--- src/rtl/acu_pkg.sv ---
package acu_pkg;
   typedef enum logic [2:0] {
      ACU_MOV  = 3'd0,
      ACU_ADD  = 3'd1,
      ACU_SUB  = 3'd2,
      ACU_CMPU = 3'd3,
      ACU_CMPS = 3'd4
   } acu_op_e;

   function automatic logic op_is_cmp(input logic [2:0] op);
      return (op == ACU_CMPU) || (op == ACU_CMPS);
   endfunction

   function automatic logic op_is_arith(input logic [2:0] op);
      return (op == ACU_ADD) || (op == ACU_SUB) || op_is_cmp(op);
   endfunction

   function automatic logic op_is_subtract(input logic [2:0] op);
      return (op == ACU_SUB) || op_is_cmp(op);
   endfunction
endpackage

--- src/rtl/acu_operand_prep.sv ---
module acu_operand_prep
   import acu_pkg::*;
#(
   parameter int DATA_W = 32
) (
   input  logic [DATA_W-1:0] a_in,
   input  logic [DATA_W-1:0] b_in,
   input  logic [2:0]        op,
   output logic [DATA_W-1:0] x_out,
   output logic [DATA_W-1:0] y_out,
   output logic              cin
);
   localparam int MSB = DATA_W - 1;

   logic              flip_sign;
   logic              negate_b;
   logic [DATA_W-1:0] a_adj;
   logic [DATA_W-1:0] b_adj;

   // a signed compare moves both operands up by 2^(W-1)
   assign flip_sign = (op == ACU_CMPS);
   assign negate_b  = op_is_subtract(op);

   always_comb begin
      a_adj = a_in;
      b_adj = b_in;
      if (flip_sign) begin
         a_adj[MSB] = ~a_in[MSB];
         b_adj[MSB] = ~b_in[MSB];
      end
   end

   assign x_out = a_adj;
   assign y_out = negate_b ? ~b_adj : b_adj;
   assign cin   = negate_b;
endmodule

--- src/rtl/acu_adder.sv ---
module acu_adder #(
   parameter int DATA_W = 32,
   parameter bit RIPPLE = 1'b0
) (
   input  logic [DATA_W-1:0] x,
   input  logic [DATA_W-1:0] y,
   input  logic              cin,
   output logic [DATA_W-1:0] sum,
   output logic              cout
);
   generate
      if (RIPPLE) begin : g_ripple
         logic [DATA_W:0] c;
         assign c[0] = cin;
         for (genvar i = 0; i < DATA_W; i++) begin : g_bit
            assign sum[i]  = x[i] ^ y[i] ^ c[i];
            assign c[i+1]  = (x[i] & y[i]) | (c[i] & (x[i] ^ y[i]));
         end
         assign cout = c[DATA_W];
      end else begin : g_infer
         logic [DATA_W:0] wide;
         assign wide = {1'b0, x} + {1'b0, y} + {{DATA_W{1'b0}}, cin};
         assign sum  = wide[DATA_W-1:0];
         assign cout = wide[DATA_W];
      end
   endgenerate
endmodule

--- src/rtl/acu_eq_detect.sv ---
module acu_eq_detect #(
   parameter int DATA_W = 32,
   parameter int GROUP  = 8
) (
   input  logic [DATA_W-1:0] a,
   input  logic [DATA_W-1:0] b,
   output logic              equal
);
   localparam int NGRP  = (DATA_W + GROUP - 1) / GROUP;
   localparam int PAD_W = NGRP * GROUP;

   logic [PAD_W-1:0] same;
   logic [NGRP-1:0]  grp_ok;

   generate
      if (PAD_W > DATA_W) begin : g_pad
         assign same = {{(PAD_W-DATA_W){1'b1}}, a ~^ b};
      end else begin : g_nopad
         assign same = a ~^ b;
      end
      for (genvar g = 0; g < NGRP; g++) begin : g_grp
         assign grp_ok[g] = &same[g*GROUP +: GROUP];
      end
   endgenerate

   assign equal = &grp_ok;
endmodule

--- src/rtl/acu_flags.sv ---
module acu_flags (
   input  logic clk,
   input  logic rst_n,
   input  logic upd_carry,
   input  logic upd_zero,
   input  logic carry_nx,
   input  logic zero_nx,
   output logic carry_q,
   output logic zero_q
);
   always_ff @(posedge clk or negedge rst_n) begin
      if (!rst_n) begin
         carry_q <= 1'b0;
         zero_q  <= 1'b0;
      end else begin
         if (upd_carry) carry_q <= carry_nx;
         if (upd_zero)  zero_q  <= zero_nx;
      end
   end

   AST_CARRY_HOLDS: assert property (@(posedge clk) disable iff (!rst_n)
      !upd_carry |=> $stable(carry_q));
   AST_ZERO_HOLDS: assert property (@(posedge clk) disable iff (!rst_n)
      !upd_zero |=> $stable(zero_q));
endmodule

--- src/rtl/addcmp_unit.sv ---
module addcmp_unit
   import acu_pkg::*;
#(
   parameter int DATA_W   = 32,
   parameter bit RIPPLE   = 1'b0,
   parameter int EQ_GROUP = 8
) (
   input  logic              clk,
   input  logic              rst_n,
   input  logic [DATA_W-1:0] op_a,
   input  logic [DATA_W-1:0] op_b,
   input  logic [2:0]        op_sel,
   input  logic              wb_en,
   output logic [DATA_W-1:0] result,
   output logic              reg_we,
   output logic              carry_flag,
   output logic              zero_flag
);
   generate
      if (DATA_W < 4) begin : g_bad_width
         $error("addcmp_unit: DATA_W must be at least 4");
      end
      if (EQ_GROUP < 1) begin : g_bad_group
         $error("addcmp_unit: EQ_GROUP must be positive");
      end
   endgenerate

   logic [DATA_W-1:0] x_opnd, y_opnd, sum;
   logic              cin, cout, equal;
   logic              arith, cmp;

   assign arith = op_is_arith(op_sel);
   assign cmp   = op_is_cmp(op_sel);

   acu_operand_prep #(.DATA_W(DATA_W)) u_prep (
      .a_in(op_a), .b_in(op_b), .op(op_sel),
      .x_out(x_opnd), .y_out(y_opnd), .cin(cin)
   );

   acu_adder #(.DATA_W(DATA_W), .RIPPLE(RIPPLE)) u_add (
      .x(x_opnd), .y(y_opnd), .cin(cin), .sum(sum), .cout(cout)
   );

   // equality runs on raw operands, in parallel with the carry chain
   acu_eq_detect #(.DATA_W(DATA_W), .GROUP(EQ_GROUP)) u_eq (
      .a(op_a), .b(op_b), .equal(equal)
   );

   acu_flags u_flags (
      .clk(clk), .rst_n(rst_n),
      .upd_carry(wb_en & arith), .upd_zero(wb_en & cmp),
      .carry_nx(cout), .zero_nx(equal),
      .carry_q(carry_flag), .zero_q(zero_flag)
   );

   assign result = arith ? sum : op_b;
   assign reg_we = wb_en & ~cmp;

   AST_CMP_NO_WRITE: assert property (@(posedge clk) disable iff (!rst_n)
      cmp |-> !reg_we);
   AST_CMPU_ORDER: assert property (@(posedge clk) disable iff (!rst_n)
      (wb_en && op_sel == ACU_CMPU) |=> carry_flag == $past(op_a >= op_b));
   AST_CMPS_ORDER: assert property (@(posedge clk) disable iff (!rst_n)
      (wb_en && op_sel == ACU_CMPS) |=>
         carry_flag == $past($signed(op_a) >= $signed(op_b)));
   AST_ZERO_EQUAL: assert property (@(posedge clk) disable iff (!rst_n)
      (wb_en && cmp) |=> zero_flag == $past(op_a == op_b));
   AST_ADDSUB_KEEP_ZERO: assert property (@(posedge clk) disable iff (!rst_n)
      (op_sel == ACU_ADD || op_sel == ACU_SUB) |=> $stable(zero_flag));
   AST_MOV_KEEP_CARRY: assert property (@(posedge clk) disable iff (!rst_n)
      !arith |=> $stable(carry_flag));
   AST_NOWB_NO_WRITE: assert property (@(posedge clk) disable iff (!rst_n)
      !wb_en |-> !reg_we);
endmodule

--- config.mk ---
export PLATFORM = sky130hd
export DESIGN_NAME = addcmp_unit
export DESIGN_NICKNAME = d
export VERILOG_FILES = /design/src/rtl/acu_pkg.sv /design/src/rtl/acu_operand_prep.sv /design/src/rtl/acu_adder.sv /design/src/rtl/acu_eq_detect.sv /design/src/rtl/acu_flags.sv /design/src/rtl/addcmp_unit.sv
export SDC_FILE = /design/constraint.sdc
export NUM_CORES = 1
export LEC_CHECK = 0
export BUFFER_PORTS_ARGS = -buffer_cell sky130_fd_sc_hd__buf_2
export CAP_MARGIN = 20
export CORE_ASPECT_RATIO = 0.6
export CORE_MARGIN = 2
export CORE_UTILIZATION = 25
export DETAILED_ROUTE_END_ITERATION = 7
export PLACE_DENSITY_LB_ADDON = 0.12
export SYNTH_ARGS = -nofsm -noshare
export SYNTH_HDL_FRONTEND = slang
export SYNTH_HIERARCHICAL = 1
export SYNTH_SLANG_ARGS = --single-unit
--- constraint.sdc ---
create_clock -name clk -period 7.39 [get_ports clk]
set_clock_uncertainty 0.15 [all_clocks]
set_input_delay 1.478 -clock clk [delete_from_list [all_inputs] [get_ports clk]]
set_output_delay 1.478 -clock clk [all_outputs]
set_load 0.02 [all_outputs]
# --- Word level (Yosys, flattened, before mapping) ---
# Index checks and enable logic that the tools add are counted.
# Widths: inputs -> output; s select.
totals:
  regBits: 2
op_classes:
  n_addsub: 2
  eq_ne: 4
  muxes: 4
  n_bitwise: 8
  reduce_logical: 5
ops:
  columns: ["op", "count"]
  rows:
  - ["$mux 32", 2]
  - ["$add 32x32->33", 1]
  - ["$add 33x1->33", 1]
  - ["$not 32->32", 1]
  - ["$reduce_and 32->1", 1]
  - ["$xnor 32x32->32", 1]
  - ["$eq 3x2->1 const B", 2]
  - ["$logic_or 1x1->1", 4]
  - ["$and 1x1->1", 3]
  - ["$eq 3x1->1 const B", 1]
  - ["$eq 3x3->1 const B", 1]
  - ["$not 1->1", 3]
  - ["$mux 1", 2]

# --- Depth between registers and ports, before layout ---
logic_depth:
  depth_word: 7
  depth_mapped: 14
  mapped_depth_nobuf: 13

# --- By module ---
# The synthesis kept the hierarchy.
by_module_without_submodules:
  columns: ["module", "n_inst", "cells_each", "area_each_um2", "seq_area_each_um2"]
  rows:
  - ["acu_adder", 1, 244, 1750.4, 0.0]
  - ["acu_operand_prep", 1, 72, 603.1, 0.0]
  - ["addcmp_unit", 1, 43, 460.4, 0.0]
  - ["acu_eq_detect", 1, 43, 346.6, 0.0]
  - ["acu_flags", 1, 4, 80.1, 50.0]

# --- Worst setup path after synthesis ---
# No wires, ideal clock.
synth_timing:
  path_kind: "input port to output port"
  startpoint: "input port op_sel[1]"
  endpoint: "output port result[30]"
  arrival_time_ns: 4.829
  t_required_ns: 5.762
  setup_slack_ns: 0.933
  path_stages: 14
  path_buffers: 1
  path_cell_list: "nor2b_2 a21oi_4 buf_8 xnor2_1 fa_1 fa_1 a21o_1 a221oi_1 o21a_1 a21oi_1 a21oi_1 o221ai_1 xor2_1 mux2_2"
synth_via:
  elab_chain_len: 7
  elab_cells_between_ends: 12
synth_rtl:
  columns: ["item", "line", "rtl"]
  rows:
  - ["start: declaration", "addcmp_unit.sv:12", "input logic [2:0] op_sel,"]
  - ["$eq 3x2->1 / $eq 3x3->1 (equally long branches)", "acu_pkg.sv:11", "return (op == ACU_CMPU) || (op == ACU_CMPS);"]
  - ["$logic_or 1x1->1", "acu_pkg.sv:11", null]
  - ["$logic_or 1x1->1 (*)", "acu_pkg.sv:19", "return (op == ACU_SUB) || op_is_cmp(op);"]
  - ["$mux 32 (*)", "acu_operand_prep.sv:34", "assign y_out = negate_b ? ~b_adj : b_adj;"]
  - ["named net y_opnd[0]", "addcmp_unit.sv:28", "logic [DATA_W-1:0] x_opnd, y_opnd, sum;"]
  - ["$add 32x32->33 (*)", "acu_adder.sv:22", "assign wide = {1'b0, x} + {1'b0, y} + {{DATA_W{1'b0}}, cin};"]
  - ["$add 33x1->33 (*)", "acu_adder.sv:22", null]
  - ["named net sum[30]", "addcmp_unit.sv:28", null]
  - ["$mux 32 (*)", "addcmp_unit.sv:56", "assign result = arith ? sum : op_b;"]
  - ["end: declaration", "addcmp_unit.sv:14", "output logic [DATA_W-1:0] result,"]
# The timed path passes the listed nets; every way through them passes the cells marked *.

# --- Worst setup path after layout ---
layout_timing:
  startpoint: "input port op_sel[2]"
  endpoint: "output port result[30]"
layout_via:
  elab_chain_len: 7
  elab_cells_between_ends: 12
layout_rtl:
  columns: ["item", "line", "rtl"]
  rows:
  - ["$eq 3x2->1 / $eq 3x3->1 (equally long branches)", "acu_pkg.sv:11", null]
  - ["$logic_or 1x1->1", "acu_pkg.sv:11", null]
  - ["$logic_or 1x1->1 (*)", "acu_pkg.sv:19", null]
  - ["named net cin", "addcmp_unit.sv:29", "logic cin, cout, equal;"]
  - ["$mux 32", "acu_operand_prep.sv:34", null]
  - ["$add 32x32->33", "acu_adder.sv:22", null]
  - ["$add 33x1->33 (*)", "acu_adder.sv:22", null]
  - ["named net sum[30]", "addcmp_unit.sv:28", null]
  - ["$mux 32 (*)", "addcmp_unit.sv:56", null]
# Marks and branches as above.

==> results.tsv <==
stage	metric	value	unit
run_status	status	complete, no violations	
setup_path	critPathRequiredTime	5.76	ns
job	maxCapViolCount	0	
sta	rsz0062_at_grt	false	
cells_and_area	final_cell_mix	buf_2, xor2_1, xnor2_1	
synth	synth_cells	406	
sta	slew_viol_final	0	
cells_and_area	final_common_cell	buf_2	
clock_network	clock-sinks	2	
global_route	grt_antenna_before_repair	0	
setup_path	cp-end-kind	output pin	
clock_network	cts.repair.resized	0	
cells_and_area	multi_input_comb_area	0.00281	mm^2
routing	drt-initial-drc-count	176	
cells_and_area	fillers	1435	
sta	worst_pin_slew	0.521	ns
setup_path	critPathMaxFanout	10	
global_route	grt_max_degree	34	
die	die_h	92.2	um
setup_path	arrival	5.38	ns
clock_network	clk_latency	0.22	ns
place	post-dp-hpwl	9100	um
die	num_rows	32	
clock_network	h-tree-depth	1	
setup_path	rr_endpoint	u_flags/zero_q	
synth	synth_flop_cell	dfrtp_1	
synth	synth_edf_count	0	
routing	num_vias	3028	
power_and_ir_drop	vdd_drop_max	0.0648	mV
setup_path	setup.worst_path.start_class	primary input	
hold_path	hold_path_depth	1	
clock_network	cts_max_path_buffers	2	
setup_path	startpoint	op_sel[2]	
sta	slew_headroom	64.8	%
die	start_util	25.5	%
sta	fmaxAchievable	0.143	GHz
sta	finalSetupTns	0	ns
place	io_buffers	104	
power_and_ir_drop	power.internal	0.319	mW
sta	timing.final.crit_period	7.00	ns
die	fp.dieArea	0.0139	mm^2
clock_network	clk_pin_slew	0.03	ns
synth	synth_top_area_share	13.0	%
synth	ys_async_sr_fraction	100	%
power_and_ir_drop	p_per_area	177	mW/mm^2
power_and_ir_drop	combPwrFrac	85.5	%
power_and_ir_drop	pwr-share-clk	12.4	%
die	io_pins	105	
cells_and_area	fin_nets	575	
die	coreArea	0.0127	mm^2
routing	via_per_inst	4.73	
hold_path	worstHoldPathType	reg2reg	
hold_path	min_to	u_flags/carry_q	
clock_network	cts_tree	done	
clock_network	numCtsBuffers	3	
setup_path	r2r-start	u_flags/zero_q	
cells_and_area	final_core_util	29.4	%
routing	detail-route-antenna-nets	0	
die	fp.dieW	151	um
setup_path	rrSetupSlack	6.49	ns
clock_network	cts-root-buf	clkbuf_16	
global_route	grt_pass1_vias	2926	
cells_and_area	diodes	0	
sta	hold_viol_final	0	
global_route	grtUsageTotal	15.0	%
synth	ys_ff_latch	2	
power_and_ir_drop	swShare	51.9	%
cells_and_area	regArea	50.0	um^2
cells_and_area	drive_above_1_share	33.4	%
sta	fin_crit_sh	94.8	%
synth	syn-mean-instance-area	7.98	um^2
sta	setup_viol	0	
synth	synth_top_area_cell	xor2_1	
synth	syn-cell-area	0.00324	mm^2
clock_network	postCtsSetupBuffers	0	
synth	synth_fp_nets	509	
setup_path	reg2reg_depth	1	
synth	synth_cell_type_count	59	
synth	ys_top_cells_by_area	xor2_1, xnor2_1, ha_1	
routing	drc	0	
synth	synth_seq_area_share	1.54	%
cells_and_area	area_growth_syn_to_layout	15.4	%
global_route	grt-ovfl-total	0	
power_and_ir_drop	p_sw	0.344	mW
power_and_ir_drop	seqPwrFrac	2.1	%
setup_path	critPathKind	in2out	
clock_network	hold_buffers	0	
hold_path	hp-start	u_flags/carry_q	
power_and_ir_drop	p_leak	1.70	nW
global_route	grt_pass1_wl	16500	um
synth	ys_warn_count	6	
place	gp_congestion	0.828	
routing	wl	10500	um
routing	dr.pass1.iters	6	
routing	routedWlPerCell	16.3	um
-- worst max-delay path by stage --
stage	to	slack, ns	cells after the start
after floorplan	result[30]	0.93	14
after global placement	result[30]	0.45	17
after detailed placement	result[30]	0.38	17
after CTS	result[30]	0.37	17
after global routing	result[30]	0.13	17
final	result[30]	0.39	17
-- routing by layer --
metal / GRT usage [%] / wire (um) / up-vias
met3: 1.69 / 542 / 2
met2: 20.5 / 3930 / 84
met1: 25.3 / 5970 / 1370
met5: 0 / 0 / -
met4: 0.701 / 10 / 0
li1: - / - / 1572
-- cell type report --
| class | count | area share, % |
|---|---|---|
| sequential | 2 | 1.34 |
| inverter | 10 | 1.00 |
| tap | 170 | 5.69 |
| clock buffer | 3 | 2.01 |
| timing repair buffer | 109 | 14.9 |
| multi-input combinational | 346 | 75.0 |
-- logic make-up after synthesis --
kind of cell | Yosys count | share of synthesized area, %
DFF | 2 | 1.54
xor gates and xnor gates | 96 | 26.2
adders and majority gates | 33 | 13.2
and+or+nand+nor | 78 | 13.1
muxes | 35 | 12.6
AOI/OAI and AO/OA | 104 | 21.2
buffers and inverters | 58 | 12.2
-- through the flow --
step / instances / hold WS [ns] / worst slack (ns) / cell area [um^2] / power (mW)
after floorplan: 406 / 0.486 / 0.933 / 3240 / 0.431
after detailed placement: 637 / 0.351 / 0.381 / 3660 / 0.577
final: 640 / 0.354 / 0.385 / 3740 / 0.663
after CTS: 640 / 0.357 / 0.366 / 3740 / 0.666
after global placement: 637 / 0.353 / 0.452 / 3660 / 0.581
after global routing: 640 / 0.386 / 0.127 / 3740 / 0.721
-- worst max-delay path: stages --
cell and delay, ns:
buf_2 0.21, nor2b_2 0.10, a21oi_4 0.15, buf_4 0.23
inv_1 0.09, fa_1 0.45, fa_1 0.43, a21o_1 0.21
a221oi_1 0.26, buf_4 0.18, o21a_1 0.14, a21oi_1 0.17
a21oi_1 0.45, o221ai_1 0.19, xor2_1 0.19, mux2_2 0.28
buf_2 0.16
-- synth_stat cells (2+ instances only) --
cell       n
xor2_1    48
buf_8      3
o31ai_1    3
nand4_1    7
nor3_1     3
nor4_1     9
o21ai_0    8
mux2_4     4
o21bai_1   5
a311oi_1   3
inv_1      8
ha_1      31
nor2b_1    3
o21a_1     3
and2_1     2
and3_1     3
inv_2      2
xnor2_1   47
dfrtp_1    2
o21ai_1    3
o31a_1     2
buf_2      2
buf_4     32
fa_1       2
mux2_2    30
nand3_1    6
clkbuf_1   8
a21o_1    17
o211ai_1   6
a21oi_1   36
nand2b_1   2
a211oi_1   3
nand2_1   17
buf_6      3
a31oi_1    4
nor2_1    16
-- state kept, by name, indices dropped and copies added (netlist names) --
name,flops
u_flags/zero_q,1
u_flags/carry_q,1
-- power by group through the flow --
stage                     registers (mW)  clock network (mW)  logic, mW
after floorplan                   0.0165                   0      0.414
after global placement            0.0142                   0      0.567
after detailed placement          0.0141                   0      0.563
after CTS                         0.0140              0.0837      0.568
after global routing              0.0145              0.0858      0.621
final                             0.0140              0.0820      0.567
No activity file was read; power rests on OpenSTA's default activity.
